### src/rtl/pwm3_pkg.sv
`timescale 1ns/1ps
package pwm3_pkg;

    // Direction of the triangle carrier.
    typedef enum logic {
        DIR_DOWN = 1'b0,
        DIR_UP   = 1'b1
    } dir_e;

    // What the carrier does on the coming clock edge.
    typedef enum logic [2:0] {
        ACT_RELOAD,   // jump to the floor, rising
        ACT_HOLD,     // keep count and direction
        ACT_RISE,     // +1, rising
        ACT_FALL,     // -1, falling
        ACT_PEAK,     // reverse at the top: -1, falling, compare transfer
        ACT_VALLEY    // reverse at the floor: +1, rising
    } cnt_act_e;

    // One complementary output pair.
    typedef struct packed {
        logic pos;
        logic neg;
    } pair_t;

    localparam pair_t PAIR_IDLE = '{pos: 1'b0, neg: 1'b0};

    // Drive pair for a settled level.
    function automatic pair_t pair_for(input logic level);
        pair_t p;
        p.pos = level;
        p.neg = ~level;
        return p;
    endfunction

endpackage

### src/rtl/pwm3_clr_sync.sv
`timescale 1ns/1ps
module pwm3_clr_sync (
    input  logic clk,
    input  logic rst,
    input  logic pin_n,
    output logic fall_evt
);
    // Two synchronizing flops plus one history flop for edge detection.
    logic meta_q;
    logic sync_q;
    logic hist_q;

    always_ff @(posedge clk) begin
        if (rst) begin
            meta_q <= 1'b1;
            sync_q <= 1'b1;
            hist_q <= 1'b1;
        end else begin
            meta_q <= pin_n;
            sync_q <= meta_q;
            hist_q <= sync_q;
        end
    end

    assign fall_evt = hist_q & ~sync_q;

    // one event per falling edge, never two in a row
    a_r6_single_event: assert property (@(posedge clk) disable iff (rst)
        fall_evt |=> !fall_evt);

endmodule

### src/rtl/pwm3_counter.sv
`timescale 1ns/1ps
module pwm3_counter
    import pwm3_pkg::*;
#(
    parameter int unsigned CNT_W = 16,
    parameter int unsigned TD_W  = 8
) (
    input  logic             clk,
    input  logic             rst,
    input  logic             run_en,
    input  logic [CNT_W-1:0] period,
    input  logic [TD_W-1:0]  dead_time,
    input  logic             clr_evt,
    output logic [CNT_W-1:0] cnt_o,
    output dir_e             dir_o,
    output logic             peak_evt
);
    localparam logic [CNT_W-1:0] ONE = CNT_W'(1);

    logic [CNT_W-1:0] floor_v;
    logic [CNT_W-1:0] cnt_q;
    logic [CNT_W-1:0] cnt_d;
    dir_e             dir_q;
    dir_e             dir_d;
    cnt_act_e         act;
    logic             cfg_ok;

    // Floor of the carrier: twice the dead time.
    assign floor_v = CNT_W'({dead_time, 1'b0});
    assign cfg_ok  = (period > floor_v);

    // Action select: clear first, then an unusable period, then stop, then sweep.
    always_comb begin
        if (clr_evt || !cfg_ok) begin
            act = ACT_RELOAD;
        end else if (!run_en) begin
            act = ACT_HOLD;
        end else if (dir_q == DIR_UP) begin
            act = (cnt_q >= period) ? ACT_PEAK : ACT_RISE;
        end else begin
            act = (cnt_q <= floor_v) ? ACT_VALLEY : ACT_FALL;
        end
    end

    always_comb begin
        cnt_d = cnt_q;
        dir_d = dir_q;
        unique case (act)
            ACT_RELOAD: begin cnt_d = floor_v;     dir_d = DIR_UP;   end
            ACT_HOLD:   begin cnt_d = cnt_q;       dir_d = dir_q;    end
            ACT_RISE:   begin cnt_d = cnt_q + ONE; dir_d = DIR_UP;   end
            ACT_VALLEY: begin cnt_d = cnt_q + ONE; dir_d = DIR_UP;   end
            ACT_FALL:   begin cnt_d = cnt_q - ONE; dir_d = DIR_DOWN; end
            ACT_PEAK:   begin cnt_d = cnt_q - ONE; dir_d = DIR_DOWN; end
            default:    begin cnt_d = floor_v;     dir_d = DIR_UP;   end
        endcase
    end

    always_ff @(posedge clk) begin
        if (rst) begin
            cnt_q <= floor_v;
            dir_q <= DIR_UP;
        end else begin
            cnt_q <= cnt_d;
            dir_q <= dir_d;
        end
    end

    assign cnt_o    = cnt_q;
    assign dir_o    = dir_q;
    assign peak_evt = (act == ACT_PEAK);

    // inside the sweep range the count moves by exactly one
    a_r1_unit_step: assert property (@(posedge clk) disable iff (rst)
        (run_en && !clr_evt && cfg_ok && cnt_q >= floor_v && cnt_q <= period)
        |=> (cnt_q == $past(cnt_q) + ONE || cnt_q == $past(cnt_q) - ONE));

    // a clear event restarts at the floor, rising
    a_r6_reload: assert property (@(posedge clk) disable iff (rst)
        clr_evt |=> (cnt_q == $past(floor_v) && dir_q == DIR_UP));

    // stopped carrier holds
    a_r8_hold: assert property (@(posedge clk) disable iff (rst)
        (!run_en && !clr_evt && cfg_ok) |=> ($stable(cnt_q) && $stable(dir_q)));

    // unusable period pins the count to the floor
    a_r9_pinned: assert property (@(posedge clk) disable iff (rst)
        !cfg_ok |=> (cnt_q == $past(floor_v) && dir_q == DIR_UP));

endmodule

### src/rtl/pwm3_duty_slot.sv
`timescale 1ns/1ps
module pwm3_duty_slot #(
    parameter int unsigned CNT_W = 16
) (
    input  logic             clk,
    input  logic             rst,
    input  logic             run_en,
    input  logic             peak_evt,
    input  logic             wr_en,
    input  logic [CNT_W-1:0] wr_data,
    input  logic [CNT_W-1:0] cnt,
    output logic             level_o
);
    logic [CNT_W-1:0] shadow_q;
    logic [CNT_W-1:0] cmp_q;
    logic             xfer;

    // Transfer at the peak, or freely while stopped.
    assign xfer = peak_evt | ~run_en;

    always_ff @(posedge clk) begin
        if (rst) begin
            shadow_q <= '1;
            cmp_q    <= '1;
        end else begin
            if (wr_en) begin
                shadow_q <= wr_data;
            end
            if (xfer) begin
                cmp_q <= shadow_q;
            end
        end
    end

    // Zero always passes (count never negative); above the peak never passes.
    assign level_o = (cnt >= cmp_q);

    // compare register takes the shadow only on transfer cycles
    a_r2_transfer: assert property (@(posedge clk) disable iff (rst)
        xfer |=> (cmp_q == $past(shadow_q)));

    a_r2_no_midperiod: assert property (@(posedge clk) disable iff (rst)
        !xfer |=> $stable(cmp_q));

endmodule

### src/rtl/pwm3_deadband.sv
`timescale 1ns/1ps
module pwm3_deadband
    import pwm3_pkg::*;
#(
    parameter int unsigned TD_W = 8
) (
    input  logic            clk,
    input  logic            rst,
    input  logic            run_en,
    input  logic [TD_W-1:0] dead_time,
    input  logic            level_i,
    output logic            pos_o,
    output logic            neg_o
);
    localparam logic [TD_W-1:0] TD_ONE = TD_W'(1);

    logic            lvl_q;
    logic [TD_W-1:0] wait_q;
    pair_t           out_q;

    always_ff @(posedge clk) begin
        if (rst) begin
            lvl_q  <= 1'b0;
            wait_q <= '0;
            out_q  <= PAIR_IDLE;
        end else if (!run_en) begin
            // Idle: track the level and arm a full wait for the restart.
            lvl_q  <= level_i;
            wait_q <= dead_time;
            out_q  <= PAIR_IDLE;
        end else if (level_i != lvl_q) begin
            lvl_q <= level_i;
            if (dead_time == '0) begin
                wait_q <= '0;
                out_q  <= pair_for(level_i);
            end else begin
                wait_q <= dead_time - TD_ONE;
                out_q  <= PAIR_IDLE;
            end
        end else if (wait_q != '0) begin
            wait_q <= wait_q - TD_ONE;
            out_q  <= PAIR_IDLE;
        end else begin
            out_q <= pair_for(lvl_q);
        end
    end

    assign pos_o = out_q.pos;
    assign neg_o = out_q.neg;

    // never both sides on
    a_r7_exclusive: assert property (@(posedge clk) disable iff (rst)
        !(pos_o && neg_o));

    // with a nonzero dead time the other side cannot follow at once
    a_r7_gap_pos: assert property (@(posedge clk) disable iff (rst)
        (dead_time != '0 && $fell(pos_o)) |-> !neg_o);

    a_r7_gap_neg: assert property (@(posedge clk) disable iff (rst)
        (dead_time != '0 && $fell(neg_o)) |-> !pos_o);

    // stopped means idle outputs on the next clock
    a_r8_idle: assert property (@(posedge clk) disable iff (rst)
        !run_en |=> (!pos_o && !neg_o));

endmodule

### src/rtl/pwm3_complementary.sv
`timescale 1ns/1ps
module pwm3_complementary
    import pwm3_pkg::*;
#(
    parameter int unsigned CNT_W  = 16,
    parameter int unsigned TD_W   = 8,
    parameter int unsigned NUM_PH = 3
) (
    input  logic              clk,
    input  logic              rst,
    input  logic              run_en,
    input  logic [CNT_W-1:0]  period,
    input  logic [TD_W-1:0]   dead_time,
    input  logic [NUM_PH-1:0] duty_wr_en,
    input  logic [CNT_W-1:0]  duty_wr_data,
    input  logic              ext_clr_n,
    output logic [NUM_PH-1:0] pos_out,
    output logic [NUM_PH-1:0] neg_out,
    output logic [CNT_W-1:0]  count_out,
    output logic              count_up
);
    logic             clr_evt;
    logic             peak_evt;
    logic [CNT_W-1:0] cnt;
    dir_e             dir;
    logic [NUM_PH-1:0] level;

    pwm3_clr_sync u_clr (
        .clk      (clk),
        .rst      (rst),
        .pin_n    (ext_clr_n),
        .fall_evt (clr_evt)
    );

    pwm3_counter #(
        .CNT_W (CNT_W),
        .TD_W  (TD_W)
    ) u_cnt (
        .clk       (clk),
        .rst       (rst),
        .run_en    (run_en),
        .period    (period),
        .dead_time (dead_time),
        .clr_evt   (clr_evt),
        .cnt_o     (cnt),
        .dir_o     (dir),
        .peak_evt  (peak_evt)
    );

    for (genvar ph = 0; ph < NUM_PH; ph++) begin : g_phase
        pwm3_duty_slot #(
            .CNT_W (CNT_W)
        ) u_duty (
            .clk      (clk),
            .rst      (rst),
            .run_en   (run_en),
            .peak_evt (peak_evt),
            .wr_en    (duty_wr_en[ph]),
            .wr_data  (duty_wr_data),
            .cnt      (cnt),
            .level_o  (level[ph])
        );

        pwm3_deadband #(
            .TD_W (TD_W)
        ) u_db (
            .clk       (clk),
            .rst       (rst),
            .run_en    (run_en),
            .dead_time (dead_time),
            .level_i   (level[ph]),
            .pos_o     (pos_out[ph]),
            .neg_o     (neg_out[ph])
        );
    end

    assign count_out = cnt;
    assign count_up  = (dir == DIR_UP);

    // outputs are idle in the cycle after reset
    a_r10_reset_idle: assert property (@(posedge clk)
        rst |=> (pos_out == '0 && neg_out == '0 && count_up));

endmodule

### config.mk
export PLATFORM = sky130hd
export DESIGN_NAME = pwm3_complementary
export DESIGN_NICKNAME = d
export VERILOG_FILES = /design/src/rtl/pwm3_pkg.sv /design/src/rtl/pwm3_clr_sync.sv /design/src/rtl/pwm3_counter.sv /design/src/rtl/pwm3_duty_slot.sv /design/src/rtl/pwm3_deadband.sv /design/src/rtl/pwm3_complementary.sv
export SDC_FILE = /design/constraint.sdc
export NUM_CORES = 1
export LEC_CHECK = 0
export BUFFER_PORTS_ARGS = -buffer_cell sky130_fd_sc_hd__buf_2
export CORE_ASPECT_RATIO = 0.7
export CORE_MARGIN = 10
export CORE_UTILIZATION = 50
export CTS_CLUSTER_SIZE = 24
export DETAILED_ROUTE_END_ITERATION = 16
export MAX_ROUTING_LAYER = met4
export PLACE_DENSITY = 0.68
export SLEW_MARGIN = 20
export SYNTH_ARGS = -nofsm -noshare
export SYNTH_HDL_FRONTEND = slang
export SYNTH_SLANG_ARGS = --single-unit
### constraint.sdc
create_clock -name clk -period 7 [get_ports clk]
set_input_delay 0.35 -clock clk [delete_from_list [all_inputs] [get_ports clk]]
set_output_delay 0.35 -clock clk [all_outputs]
set_load 0.01 [all_outputs]
# Word-level counts from Yosys, hierarchy flattened
# Cells that the tools add are included.
word_totals:
  regBits: 149
  out_inout_bits: 23
  word_cells: 103
op_classes:
  n_reduce_logical: 9
  n_bitwise: 10
  eq_ne: 15
  mux: 33
  add_sub_neg: 6
  magnitude_cmp: 6
op_table:
  columns: ["operator", "count"]
  rows:
  - ["$mux 8", 10]
  - ["$ge 16x16->1", 4]
  - ["$pmux 16 s3", 1]
  - ["$sub 8x1->8 const B", 4]
  - ["$reduce_bool 8->1", 3]
  - ["$mux 2", 9]
  - ["$add 16x1->16 const B", 1]
  - ["$gt 16x9->1", 1]
  - ["$le 16x9->1", 1]
  - ["$sub 16x1->16 const B", 1]
  - ["$mux 3", 5]
  - ["$mux 9", 1]
  - ["$ne 3x1->1 const B", 3]
  - ["$logic_not 8->1", 1]
  - ["$not 1->1", 8]
  - ["$eq 3x2->1 const B", 2]
  - ["$eq 3x3->1 const B", 2]
  - ["$mux 1", 6]
  - ["$ne 2x1->1 const B", 3]
  - ["$reduce_or 2->1", 3]
  - ["$eq 3x1->1 const B", 1]
  - ["$ne 1x1->1", 3]
  - ["$ne 2x2->1 const B", 1]
  - ["$pmux 1 s2", 1]
  - ["other kinds (4)", 4]

# Depth between registers and ports, before layout
# Gate-level depths: netlist (run 1).
depth:
  depth_word: 9
  ltp_mapped: 17

# Hierarchy
# A second synthesis (run 1) with hierarchy kept.
unflattened:
  cells_unflattened: 1132
  area_unflattened_um2: 9604.2
by_module_without_submodules:
  columns: ["module", "n_inst", "seq_area_each_um2", "area_per_inst_um2", "cells_per_inst"]
  rows:
  - ["pwm3_duty_slot", 3, 640.6, 1579.0, 179]
  - ["pwm3_deadband", 3, 220.2, 867.1, 111]
  - ["pwm3_counter", 1, 420.4, 2180.8, 255]
  - ["pwm3_clr_sync", 1, 60.1, 85.1, 7]

# Least setup slack after synthesis (run 1)
# No wires, ideal clock.
synth_path:
  kind: "input-to-reg"
  start: "input port dead_time[2]"
  end: "register u_cnt.cnt_q[15] (netlist: u_cnt.cnt_o[15])"
  setup_slack_ns: 2.799
  n_path_buf: 0
  arrival_ns: 4.131
  t_required_ns: 6.930
  stages: 16
  path_cell_list: "inv_1 ha_1 nand3b_1 a21oi_1 o311ai_1 a221o_1 a211oi_2 and2_1 ha_1 or2_2 a21oi_1 o31ai_1 a221o_1 and3_1 or4_1 a21oi_1"
synth_via:
  elab_chain_cells: 8
  elab_cells_between_ends: 16
  classes_between: "order compare: 2; eq/ne: 5; mux: 5; reduce/logical: 4"
synth_rtl:
  columns: ["element", "line", "source"]
  rows:
  - ["from (decl)", "pwm3_complementary.sv:13", "input logic [TD_W-1:0] dead_time,"]
  - ["$le 16x9->1", "pwm3_counter.sv:41", "act = (cnt_q <= floor_v) ? ACT_VALLEY : ACT_FALL;"]
  - ["$mux 3", "pwm3_counter.sv:41", null]
  - ["$mux 3", "pwm3_counter.sv:38", "end else if (dir_q == DIR_UP) begin"]
  - ["$mux 3", "pwm3_counter.sv:36", "end else if (!run_en) begin"]
  - ["$mux 3 (*)", "pwm3_counter.sv:34", "if (clr_evt || !cfg_ok) begin"]
  - ["$eq 3x2->1 / $eq 3x3->1 (equally long branches)", "pwm3_counter.sv:48", "unique case (act)"]
  - ["$reduce_or 2->1 (no line)", null, null]
  - ["$pmux 16 s3", "pwm3_counter.sv:48", null]
  - ["to (signal assigned)", "pwm3_counter.sv:61", "cnt_q <= floor_v;"]
  - ["to (signal assigned)", "pwm3_counter.sv:64", "cnt_q <= cnt_d;"]
  - ["to (decl)", "pwm3_counter.sv:21", "logic [CNT_W-1:0] cnt_q;"]
# Mark *: on every way between the ends. The rest lies on a longest branch, timed or not.
# A chain may end at the register's enable or synchronous reset.

# Final worst setup path (run 1)
layout_path:
  start: "register u_cnt.cnt_q[7] (netlist: u_cnt.cnt_o[7])"
  end: "register u_cnt.cnt_q[15] (netlist: u_cnt.cnt_o[15])"
layout_via:
  elab_chain_cells: 8
  elab_cells_between_ends: 17
  classes_between: "add/sub: 2; order compare: 2; eq/ne: 5; mux: 6; reduce/logical: 2"
layout_rtl:
  columns: ["element", "line"]
  rows:
  - ["$le 16x9->1 / $ge 16x16->1 (equally long branches)", "pwm3_counter.sv:41, pwm3_counter.sv:39"]
  - ["$mux 3, on equally long branches", "pwm3_counter.sv:41, pwm3_counter.sv:39"]
  - ["$mux 3", "pwm3_counter.sv:38"]
  - ["$mux 3", "pwm3_counter.sv:36"]
  - ["$mux 3", "pwm3_counter.sv:34"]
  - ["$eq 3x2->1 / $eq 3x3->1 (equally long branches)", "pwm3_counter.sv:48"]
  - ["$reduce_or 2->1 (no line)", null]
  - ["$pmux 16 s3", "pwm3_counter.sv:48"]
# Parallel ways exist; a longest one is shown, timed or not.

==> results.txt, run 1 <==
Measured against its own limit, the worst slew margin works out to 0.315. Of the available clock period, the critical path in the final layout requires 0.675. The count of H-tree levels built during CTS is 4. The share of the Yosys chip area taken by registers is 0.344.

The number of enable-type register cells in the synthesized netlist is 8. The required time of the critical path came out at between 7 and 8 ns. Buffers inserted to repair hold after CTS numbered 0.

The via density per instance is ~5.6. The max-cap violation count is 0. The cell sitting at the root of the clock tree is a clkbuf_16. The category of the worst setup path launch point is a register. The worst path setup slack after routing came out at between 2 and 2.5 ns. The hold-critical path depth came out at 2.

The minimum period implied by the final worst setup slack came out at between 4 and 5 ns. The number of antenna violations at the first check in global routing is 0. Summing all placed instances gives a cell area of 9360 sq um. The maximum number of pins on one net before global-route repair came out at 108.

The worst setup path is captured at a register. The most instantiated flip-flop cell in the synthesis netlist is dfxtp_1. The flow ran to the end, and the final reports show no timing, DRC or antenna violations. The count of state elements after synthesis came out at 149. The total negative slack for setup checks came out at 0 ns.

The count of cells resized by post-cts repair is 0. The mapped netlist covers 8900 sq um. The final max-slew violation count is 0. Summing over every cut layer, the via total after detailed routing is about 7.5k. The floorplan has 40 rows. Dividing the synthesized area by the synthesized cell count gives ~8.5 sq um. The largest clock skew in the final design came out at just under 0.01 ns.

The leakage power total came out at between 4 and 5 nW. Once detailed placement completed, the half-perimeter wirelength came to 17.0 mm. Across every metal layer, demand over resource in global routing totals 0.195. After detailed routing, the average wire length per cell comes to approximately 17 um. The maximum VDD drop is around 0.13 mV. The logic depth of the worst register-to-register path is 13. The setup path with the least slack is of type reg2reg.

Setup repair after global routing left no endpoint under its margin. The TritonCTS sink count is 149. The number of top-level design ports is 70. The actual slew at the worst max-slew pin is about 1.0 ns. In this run the worst path has a maximum fanout of 18. The number of DRC violations after detailed routing is 0. The core utilization of the finished layout is 0.572. The count of distinct cell types in the synthesized netlist is 61. The area overhead of the layout relative to synthesis came out at 11.3%. Of the cells placed in the final design, the portion with a size suffix greater than 1 is 0.111. The final layout net count came out at 1240.

The number of failing setup endpoints in the final timing report is 0. The number of input and output port buffers inserted is 69. The number of standard cells after synthesis is 1048. The power density of the placed cells is around 220 nW/um^2.

For this configuration, the core starts out at a cell density of 0.514. The net count after synthesis came out at 1196. The vertical die dimension is between 100 and 150 um.

The TritonCTS clock tree is yes. In this run the deepest clock path goes through 2 buffers. The data arrival time of the critical path came out at roughly 5 ns.

The path type of the worst min-delay path is in2reg. For this block, the routed nets add up to 23.3 mm of wire. The count of endpoints failing hold in the final timing report came out at 0. The clock reaches the later pin of the worst-skew pair after 0.44 ns.

The weighted congestion at the end of routability-driven global placement came out at ~0.96. The number of design-rule violations left by the first detailed-router iteration came out at 582. OpenSTA, run right after detailed placement, puts the worst setup slack at between 2 and 2.5 ns. The count of nets left with antenna violations once routing finished came out at 0. The first global-routing pass estimated roughly 37 mm of wire. The first-pass iteration count of the detailed router came out at 5. The aggregate global routing overflow came out at 0. The total of warnings raised by yosys is 0. The number of antenna repair diodes is 0.

The post-route standard cell area excluding fillers is between 9000 and 10000 sq um. The core region is about 17000 sq um. The maximum operating frequency is 211 MHz. Clock tree synthesis inserted a total of 17 buffers. The full die area came out at between 20000 and 25000 sq um. The fraction of registers with async set or reset after synthesis came out at 0.

The number of setup buffers added after CTS is 0. The die is roughly 180 um wide. The clock input transition at the sequential cells of the worst setup and hold paths came out at about 0.06 ns. The via count of the first global-routing pass is ~7k.
## layout make-up
class,count,area (sq um)
Fill cell,1651,7410
Clock buffer,19,443
Multi-Input combinational cell,766,5310
Clock inverter,12,105
Sequential cell,149,3060
Timing Repair Buffer,73,378
Tap cell,231,289
Inverter,85,319
## stage by stage
| step | total power [W] | hold WS, ns | cells |
|---|---|---|---|
| after global placement | 0.00136 | 0.397 | 1304 |
| after CTS | 0.00224 | 0.0980 | 1335 |
| after detailed placement | 0.00137 | 0.404 | 1304 |
| after global routing | 0.00233 | 0.104 | 1335 |
| final | 0.00222 | 0.101 | 1335 |
| after floorplan | 0.00125 | 0.389 | 1048 |
## worst max-delay path, stage by stage (launching register included)
cell       delay, ns
edfxtp_1        0.59
ha_1            0.37
o21ai_0         0.09
a2111oi_0       0.58
a211o_1         0.23
and2_1          0.63
ha_1            0.39
or2_2           0.30
a21oi_1         0.21
o31ai_1         0.18
a221o_1         0.36
and3_1          0.19
or4_1           0.39
a21oi_1         0.14
## state kept, by name, summed over array words and instances, names as in the netlist, 3 cells and up
register / flops
g_phase.u_db.neg_o: 3
g_phase.u_db.pos_o: 3
g_phase.u_duty.shadow_q: 48
g_phase.u_db.wait_q: 24
g_phase.u_duty.cmp_q: 48
g_phase.u_db.lvl_q: 3
u_cnt.cnt_o: 16
## cell usage after synthesis, types with 4 or more instances
| master | instances | area (sq um) |
|---|---|---|
| nand2_1 | 158 | 593 |
| dfxtp_1 | 141 | 2820 |
| ha_1 | 100 | 1250 |
| inv_1 | 84 | 315 |
| nor2b_1 | 58 | 363 |
| a211o_1 | 54 | 473 |
| nand3b_1 | 51 | 383 |
| nor2_1 | 43 | 161 |
| a21oi_1 | 38 | 190 |
| clkbuf_1 | 33 | 124 |
| o21ai_0 | 33 | 165 |
| nor3_1 | 24 | 120 |
| xnor2_1 | 19 | 166 |
| a31oi_1 | 17 | 106 |
| a21o_1 | 15 | 113 |
| nand4_1 | 14 | 87.6 |
| xor2_1 | 13 | 114 |
| nand3_1 | 11 | 55.1 |
| or3_1 | 10 | 62.6 |
| edfxtp_1 | 8 | 240 |
| o21bai_1 | 8 | 60.1 |
| buf_4 | 7 | 52.6 |
| nor4_1 | 7 | 43.8 |
| mux2i_1 | 6 | 60.1 |
| a211oi_1 | 5 | 37.5 |
| and3_1 | 5 | 31.3 |
| nand2b_1 | 5 | 31.3 |
| nor3b_1 | 5 | 37.5 |
| o211ai_1 | 5 | 37.5 |
| o31ai_1 | 5 | 37.5 |
| or2_2 | 5 | 31.3 |
| and2_1 | 4 | 25.0 |
| buf_2 | 4 | 20.0 |
| mux2_2 | 4 | 45.0 |
| o21a_1 | 4 | 30.0 |
## kinds of logic after synthesis
kind of cell,after synthesis,share of synthesized area
muxes,10,0.0118
adders and majority gates,101,0.143
AOI/OAI and AO/OA,209,0.167
buffers and inverters,133,0.0604
DFF,149,0.344
and+or+nand+nor,413,0.241
xor gates and xnor gates,33,0.0333
## layer usage
layer	routed length [um]	track usage	vias to the layer above
met5	0	-	-
li1	-	-	3762
met1	11500	0.267	3520
met2	9890	0.277	211
met4	286	0.0550	0
met3	1590	0.0496	29
## power breakdown
group | switching, W | total [W] | internal, W
sequential | 0.0000537 | 0.000973 | 0.000919
clock | 0.000377 | 0.000872 | 0.000495
combinational | 0.000214 | 0.000380 | 0.000166
total | 0.000646 | 0.00222 | 0.00158
## worst paths after layout
check,endpoint,slack [ns],startpoint
setup / recovery,u_cnt.cnt_o[15]$_SDFFE_PP0P_,2.27,u_cnt.cnt_o[7]$_DFFE_PP_
hold / removal,u_clr.meta_q$_SDFF_PP1_,0.10,ext_clr_n
setup reg to reg,u_cnt.cnt_o[15]$_SDFFE_PP0P_,2.27,u_cnt.cnt_o[7]$_DFFE_PP_
hold reg to reg,u_clr.sync_q$_SDFF_PP1_,0.41,u_clr.meta_q$_SDFF_PP1_
## placed cells by master (no fill, tap or decap), types with 6 or more instances in the layout
master / instances
xnor2_1: 19
or3_1: 10
clkbuf_16: 17
a21o_1: 15
nor4_1: 7
ha_1: 100
nand4_1: 14
nor2_1: 43
xor2_1: 13
a21oi_1: 38
nor3_1: 24
mux2i_1: 6
dfxtp_1: 141
o21ai_0: 33
nand3b_1: 51
buf_2: 68
nand2_1: 158
edfxtp_1: 8
a31oi_1: 17
inv_1: 84
nor2b_1: 58
o21bai_1: 8
nand3_1: 11
a211o_1: 54
No activity file was read; power rests on OpenSTA's default activity.
==> run 2: changes to the inputs <==
--- a/config.mk
+++ b/config.mk
@@ -5,6 +5,7 @@
 export SDC_FILE = /design/constraint.sdc
 export NUM_CORES = 1
 export LEC_CHECK = 0
+export ABC_AREA = 1
 export BUFFER_PORTS_ARGS = -buffer_cell sky130_fd_sc_hd__buf_2
 export CORE_ASPECT_RATIO = 0.7
 export CORE_MARGIN = 10
@@ -12,7 +13,7 @@
 export CTS_CLUSTER_SIZE = 24
 export DETAILED_ROUTE_END_ITERATION = 16
 export MAX_ROUTING_LAYER = met4
-export PLACE_DENSITY = 0.68
+export PLACE_DENSITY = 0.71
 export SLEW_MARGIN = 20
 export SYNTH_ARGS = -nofsm -noshare
 export SYNTH_HDL_FRONTEND = slang
==> constraint.sdc (replaced) <==
create_clock -name clk -period 4 [get_ports clk]
set_input_delay 0.2 -clock clk [delete_from_list [all_inputs] [get_ports clk]]
set_output_delay 0.2 -clock clk [all_outputs]
set_load 0.01 [all_outputs]
==> results.txt, run 2 <==
TritonCTS built the clock tree. The number of top-level design ports came out at 70. The count of state elements after synthesis is roughly 150. The path type of the worst min-delay path is in2reg. dfxtp_1 takes more of the synthesized area than any other cell.

IR analysis of the VDD net gives a maximum drop of around 0.22 mV. Entering global routing, the biggest net connects between 50 and 60 pins. In the synthesized netlist, the cells that appear most often are 277 x nand2_1, 141 x dfxtp_1, 141 x inv_1. The power density of the placed cells is slightly below 400 nW/um^2. The actual slew at the worst max-slew pin is between 0.8 and 0.9 ns. The run finished with clean final reports. The count of H-tree levels built during CTS is 4.

The final period utilization came out at 0.939. The via density per instance came out at approximately 5.4. The number of enable-type register cells in the synthesized netlist came out at 8.

Clock tree synthesis selected as its root buffer the cell clkbuf_16. The switching power total is between 0.001 and 0.0015 W. After synthesis, the cell types taking the most area are dfxtp_1 30%, ha_1 13%, nand2_1 11%. The placement-stage cell area came out at roughly 10000 sq um.

The worst hold slack after final layout is approximately 0.013 ns. Counting tap cells, the placed design contains a total of roughly 1.5k instances. The final max-slew violation count is 0.

On the critical path the largest part of the delay comes from simple AND/OR/NAND/NOR gates. The vertical die dimension came out at roughly 140 um. The number of standard cells after synthesis came out at between 1k and 1.5k. The sum of routed wire length over all layers came out at 26.1 mm. The count of nets left with antenna violations once routing finished came out at 0. For this run, the total global-route usage over all layers was measured as 0.215. The count of distinct cell types in the synthesized netlist came out at 47.

The worst setup path is captured at a register. The number of DRC violations after detailed routing is 0. The first detailed-routing pass ran for 5 iterations.

Counting along the longest clock path gives a buffer depth of 2. The number of standard-cell rows in the floorplan is 42. Input and output buffers added on the ports amount to slightly below 70.

The stage delay of the slowest cell on the critical path came out at roughly 0.53 ns. The synthesized netlist occupies a cell area of ~9600 sq um. The proportion of synthesized chip area in sequential cells came out at 0.320.

The via count of the routed design came out at 8454. The number of design-rule violations left by the first detailed-router iteration is between 900 and 1k. After global routing the overflow that remains totals 0.

At the later pin of the worst-skew pair, clock insertion delay measures roughly 0.44 ns. The switching share of power came out at 0.315. The total of warnings raised by yosys is 0. The minimum period implied by the final worst setup slack is 3.76 ns. The register share of total power is 0.404. Of the total power, combinational logic draws 0.206. The count of endpoints failing hold in the final timing report is 0. Among all cell types in the netlist, the one instantiated most often is nand2_1. OpenSTA, run right after detailed placement, puts the worst setup slack at ~0.22 ns. The via count of the first global-routing pass came to slightly below 8k.

For the final database, setup skew stands at roughly 0.014 ns. Counting every net in the synthesized netlist gives approximately 1.4k. The number of buffers and inverters on the critical path is 3. The max-cap violation count is 0. The width of the die came out at around 190 um. The final layout net count came out at around 1.5k.

After clock tree synthesis, the clock-pin slew on the worst setup and hold paths is roughly 0.07 ns. Dividing the detail-routed wire length by the instance count gives around 17 um. The number of antenna violations at the first check in global routing is 0.

Counting flops with an async set or reset pin after synthesis yields a share of 0. Leaving out fill and tap cells, the most frequent cell in the layout is nand2_1. In this run the mean area of a mapped cell was 7.70 sq um. The internal power consumption came out at 0.00289 W.

The clock power share came out at 0.390. The required time of the critical path is 4.37 ns. Among the stages of the critical path, the cell type that occurs most often is nand2_1. The largest registers in the layout are g_phase.u_duty.cmp_q: 48 flops, g_phase.u_duty.shadow_q: 48 flops, g_phase.u_db.wait_q: 24 flops. Timing would allow up to roughly 270 MHz.

The core utilization of the finished layout came out at 0.571. The data arrival time of the critical path is between 4 and 5 ns. The slowest stage of the critical path belongs to the cell dfxtp_1.

The worst path meets setup with about 0.24 ns of slack. The share of cells above drive strength 1 is 0.218. Setup violations remaining at the end of the flow were counted as 0. With fillers left out, the area of the finished cells amounts to 10800 sq um. Leaving out fill and tap cells, the most frequent cells in the layout are 277 x nand2_1, 141 x dfxtp_1, 139 x inv_1, 127 x nand3_1, 100 x ha_1. The full die area is approximately 25000 sq um. The sum of net half-perimeters after detailed placement is between 15 and 20 mm.

The critical path goes through ha_1 -> nand2_1 -> inv_1 -> nand3_1 -> a21oi_1 -> nor2_1 -> nand3_2 -> nand2_1 -> nand2_1 -> nand2_1 -> clkinvlp_4 -> buf_4 -> ha_1 -> a21o_1 -> a21oi_1 -> nand3_1 -> nand3_1 -> nand2_1 -> a21oi_1 -> o21ai_0 -> o21ai_1. The leakage power total came out at 5.52 nW. The kind of critical path is reg2reg.

Measured against its own limit, the worst slew margin works out to 0.451. The starting utilization of the core area came out at 0.507. 0 antenna diodes ended up in the layout. The wire length of the first global-routing pass is approximately 42 mm.

In this run, CTS created clock tree buffers numbering 17. The core area came out at 18900 sq um. STA classifies the critical path startpoint as a register.

The maximum fanout count along the critical path is 11. Fill cells in the final layout number roughly 1.7k. The TritonCTS sink count is 149. The most instantiated flip-flop cell in the synthesis netlist is dfxtp_1. The area share of the leading cell type in the synthesized netlist came out at 0.295. The weighted congestion at the end of routability-driven global placement came out at approximately 0.95.

After the flow finishes, the layout carries non-filler instances totaling ~1.6k. Relative to the synthesized area, the layout overhead comes to 12.5%.
[run 2: cell types whose count changed in the layout (fill, tap and decap cells not counted), moves of 28 or more]
cell,before,now
o21ai_2,0,41
a211o_1,54,0
nand3b_1,51,1
a21oi_2,0,54
nand2_1,158,277
nand3_1,11,127
nor2b_1,58,0
inv_1,84,139
a21oi_1,38,66
[run 2: path summary, 6_finish.rpt]
check,start,endpoint,slack (ns),depth (start not counted)
setup reg to reg,u_cnt.cnt_o[14]$_SDFFE_PP0P_,u_cnt.cnt_o[12]$_SDFFE_PP0P_,0.24,21
setup / recovery,u_cnt.cnt_o[14]$_SDFFE_PP0P_,u_cnt.cnt_o[12]$_SDFFE_PP0P_,0.24,21
hold reg to reg,u_clr.meta_q$_SDFF_PP1_,u_clr.sync_q$_SDFF_PP1_,0.41,1
hold / removal,duty_wr_data[1],g_phase[2].u_duty.shadow_q[1]$_SDFFE_PP1P_,0.01,3
[run 2: logic make-up after synthesis]
family,count (synthesis),share of synthesized area
and+or+nand+nor,541,0.271
xor gates and xnor gates,21,0.0192
AOI/OAI and AO/OA,235,0.169
adders and majority gates,101,0.133
DFF,149,0.320
buffers and inverters,195,0.0876
[run 2: area by class of cell]
type	instances	area, sq um	share of cell area
inverters	152	574	0.0534
repair buffers	95	566	0.0525
flip-flops and latches	149	3060	0.285
clock buffers	18	429	0.0399
clock inverters	14	164	0.0152
multi-input cells	898	5660	0.526
well taps	242	303	0.0281
[run 2: through the flow]
| stage | power [W] | TNS (ns) |
|---|---|---|
| 2_1_floorplan | 0.00236 | 0 |
| 3_3_place_gp | 0.00255 | 0 |
| 3_5_place_dp | 0.00258 | 0 |
| 4_1_cts | 0.00422 | 0 |
| 5_1_grt | 0.00442 | -0.0278 |
| 6_report | 0.00422 | 0 |
[run 2: power groups by stage]
stage | sequential, W | clock [W] | combinational [W]
CTS | 0.00171 | 0.00166 | 0.000849
global placement | 0.00174 | 0 | 0.000818
global route | 0.00172 | 0.00172 | 0.000981
finish | 0.00171 | 0.00164 | 0.000868
floorplan | 0.00172 | 0 | 0.000634
detailed placement | 0.00174 | 0 | 0.000838
[run 2: timing repair]
action                                  CTS  global route
setup buffers                             0             6
resized for setup                         0             1
hold buffers                              5             0
endpoints found under the hold margin     7             0
endpoints found under the setup margin    0             7
[run 2: per-layer routing]
| metal | global-route usage | part of all wire | up-vias |
|---|---|---|---|
| met4 | 0.0567 | 0.013 | 0 |
| met2 | 0.291 | 0.41 | 294 |
| met1 | 0.311 | 0.49 | 3874 |
| met3 | 0.0450 | 0.084 | 31 |
| li1 | - | - | 4255 |
| met5 | - | 0 | - |
[run 2: worst register-to-register path, stage by stage (launching register included)]
cell and delay (ns):
dfxtp_1 0.53, ha_1 0.30, nand2_1 0.07, inv_1 0.05, nand3_1 0.09, a21oi_1 0.07, nor2_1 0.19, nand3_2 0.15
nand2_1 0.08, nand2_1 0.08, nand2_1 0.17, clkinvlp_4 0.27, buf_4 0.22, ha_1 0.31, a21o_1 0.21, a21oi_1 0.18
nand3_1 0.17, nand3_1 0.10, nand2_1 0.07, a21oi_1 0.14, o21ai_0 0.12, o21ai_1 0.12
==> run 3: changes to the inputs <==
--- a/config.mk
+++ b/config.mk
@@ -14,6 +14,7 @@
 export DETAILED_ROUTE_END_ITERATION = 16
 export MAX_ROUTING_LAYER = met4
 export PLACE_DENSITY = 0.71
+export REMOVE_ABC_BUFFERS = 1
 export SLEW_MARGIN = 20
 export SYNTH_ARGS = -nofsm -noshare
 export SYNTH_HDL_FRONTEND = slang
==> results.txt, run 3 (synthesized netlist as in run 2, its figures left out) <==
The placement-stage cell area is between 10000 and 15000 sq um. The number of antenna repair diodes is 0. The die is ~140 um tall. The via count of the first global-routing pass came out at roughly 7.8k. The cell family with the largest share of critical-path delay is simple AND/OR/NAND/NOR gates. The insertion delay to the later sink of the worst-skew pair is roughly 0.43 ns. The required time of the critical path is around 4.3 ns.

The final layout net count is approximately 1.5k. The minimum period implied by the final worst setup slack is around 3.7 ns. The critical path's slowest cell is edfxtp_1.

The remaining max-slew budget at the tightest pin is 0.524. Derived from the worst setup path, the maximum achievable clock frequency is ~270 MHz. The final max-slew violation count is 0. The worst setup path is of the reg2reg kind. The post-route standard cell area excluding fillers is around 11000 sq um.

The clock passes through at most 2 buffers. In this run the remaining antenna-violating nets after routing total 0. The share of cells above drive strength 1 came out at 0.222. The width of the die came out at 185 um. Detailed placement ended at an HPWL of 19.1 mm.

The largest registers in the layout are g_phase.u_duty.cmp_q: 48 flops, g_phase.u_duty.shadow_q: 48 flops, g_phase.u_db.wait_q: 24 flops. Clock tree synthesis selected as its root buffer the cell clkbuf_16. In this run the tool buffered the top-level ports with between 60 and 70 buffer cells. TritonCTS built the clock tree. The completed layout was analyzed and its total power is 0.00409 W.

The start point of the worst hold path is duty_wr_data[10]. The number of DRC violations after detailed routing is 0. Of all nets on the critical path, the largest fanout is 12. The count of endpoints failing hold in the final timing report came out at 0. The aggregate global-route resource usage is 0.207. The final layout contains routed wiring with a total length of about 25 mm.

The leakage power total is between 5 and 6 nW. Entering global routing, the biggest net connects 48 pins. In this run, the number of DRC markers left after iteration 0 of detailed routing was 678. The critical path starts at u_cnt.cnt_o[7]$_DFFE_PP_.

The largest clock skew in the final design is around 0.014 ns. Power spread over the standard cell area amounts to around 380 nW/um^2. For this run, the slowest stage of the critical path takes between 0.5 and 0.6 ns. Setup violations remaining at the end of the flow were counted as 0. Once layout is complete, the utilization of the core stands at 0.568. The via count of the routed design came out at between 8k and 9k. The die covers 25200 sq um.

The clock input transition at the sequential cells of the worst setup and hold paths is 0.07 ns. Dividing the final minimum period by the clock period gives 0.918. The library cell used most frequently in the layout, excluding fill and tap cells, is nand2_1. The worst setup path is launched from a register. Dividing the detail-routed wire length by the instance count gives ~16 um. The starting utilization of the core area came out at 0.507. The area overhead of the layout relative to synthesis is 12.1%. The actual slew at the worst max-slew pin is about 0.71 ns. The max-cap violation count came out at 0. In this run the number of H-tree levels came out at 4. The number of antenna violations at the first check in global routing is 0. The core area came out at around 19000 sq um. At the end of routability-driven placement, the weighted congestion stood at 0.956. The total negative slack for setup checks is 0 ns.

The number of clock buffers inserted by TritonCTS came out at 17. The critical path contains buffers and inverters numbering 2 combined. The run finished with clean final reports. The aggregate global routing overflow is 0. The wire length of the first global-routing pass came out at 40.5 mm. The first-pass iteration count of the detailed router came out at 5.

Traced cell by cell, the critical path runs through ha_1 -> a21o_1 -> nor2_1 -> nand2_1 -> nand2_1 -> nand3_2 -> nand2_1 -> nand2_1 -> nand2_1 -> clkinvlp_4 -> ha_1 -> nand2_1 -> nor2_1 -> nand2_1 -> o211ai_1 -> nand3_1 -> and2_0 -> inv_1 -> nand3_1 -> nand3_1 -> nand2_1. The number of top-level design ports is 70. The library cells used most frequently in the layout, excluding fill and tap cells, are 277 x nand2_1, 141 x dfxtp_1, 139 x inv_1, 127 x nand3_1, 100 x ha_1. The initialized floorplan defines 42 standard-cell rows. Dividing the detail-routed via count by the number of cells gives 5.38.

The data arrival time of the critical path came out at about 4.0 ns. STA classifies the critical path endpoint as a register. The min-delay analysis places its worst path in the category in2reg.

The worst reg2reg path startpoint is u_cnt.cnt_o[7]$_DFFE_PP_. The TritonCTS sink count is between 100 and 150. Counting stages on the worst path, the most repeated cell is nand2_1. VDD sags by at most about 0.24 mV.
-- run 3: final cells by class --
type                            instances  area, sq um
Fill cell                            1715         8150
Inverter                              152          574
Timing Repair Buffer                   95          556
Multi-Input combinational cell        898         5660
Clock inverter                         14          120
Sequential cell                       149         3060
Tap cell                              242          303
Clock buffer                           18          439
-- run 3: layer usage --
metal	track usage	up-vias	part of all wire	wire length (um)
li1	-	4255	-	-
met1	0.295	3883	0.50	12600
met2	0.289	267	0.41	10400
met3	0.0426	26	0.075	1910
met4	0.0545	0	0.013	320
met5	-	-	0	0
-- run 3: path summary, 6_finish.rpt --
path	to	slack (ns)	cells past startpoint
setup / recovery	u_cnt.cnt_o[15]$_SDFFE_PP0P_	0.33	21
hold / removal	g_phase[0].u_duty.shadow_q[10]$_SDFFE_PP1P_	0.009	3
setup reg to reg	u_cnt.cnt_o[15]$_SDFFE_PP0P_	0.33	21
hold reg to reg	u_clr.sync_q$_SDFF_PP1_	0.44	1
-- run 3: metrics by stage --
stage                     std cells  worst slack (ns)  hold WS (ns)
after detailed placement       1528             0.259         0.397
after global routing           1568          -0.00881        0.0120
final                          1568             0.328       0.00897
after floorplan                1199             0.760         0.283
after global placement         1528             0.370         0.387
after CTS                      1561             0.253       0.00479
-- run 3: repair_timing --
item / CTS / global route
hold endpoints to repair: 1 / 0
resized for setup: 0 / 1
setup buffers: 0 / 7
hold buffers: 1 / 0
endpoints found under the setup margin: 0 / 6
-- run 3: power breakdown --
group          internal, W  switching (W)
clock network     0.000827       0.000703
logic             0.000332       0.000518
registers          0.00162      0.0000893
total              0.00278        0.00131
-- run 3: tightest hold or removal path, stage by stage --
cell,delay [ns]
buf_2,0.10
nand2_1,0.05
nand3_1,0.06
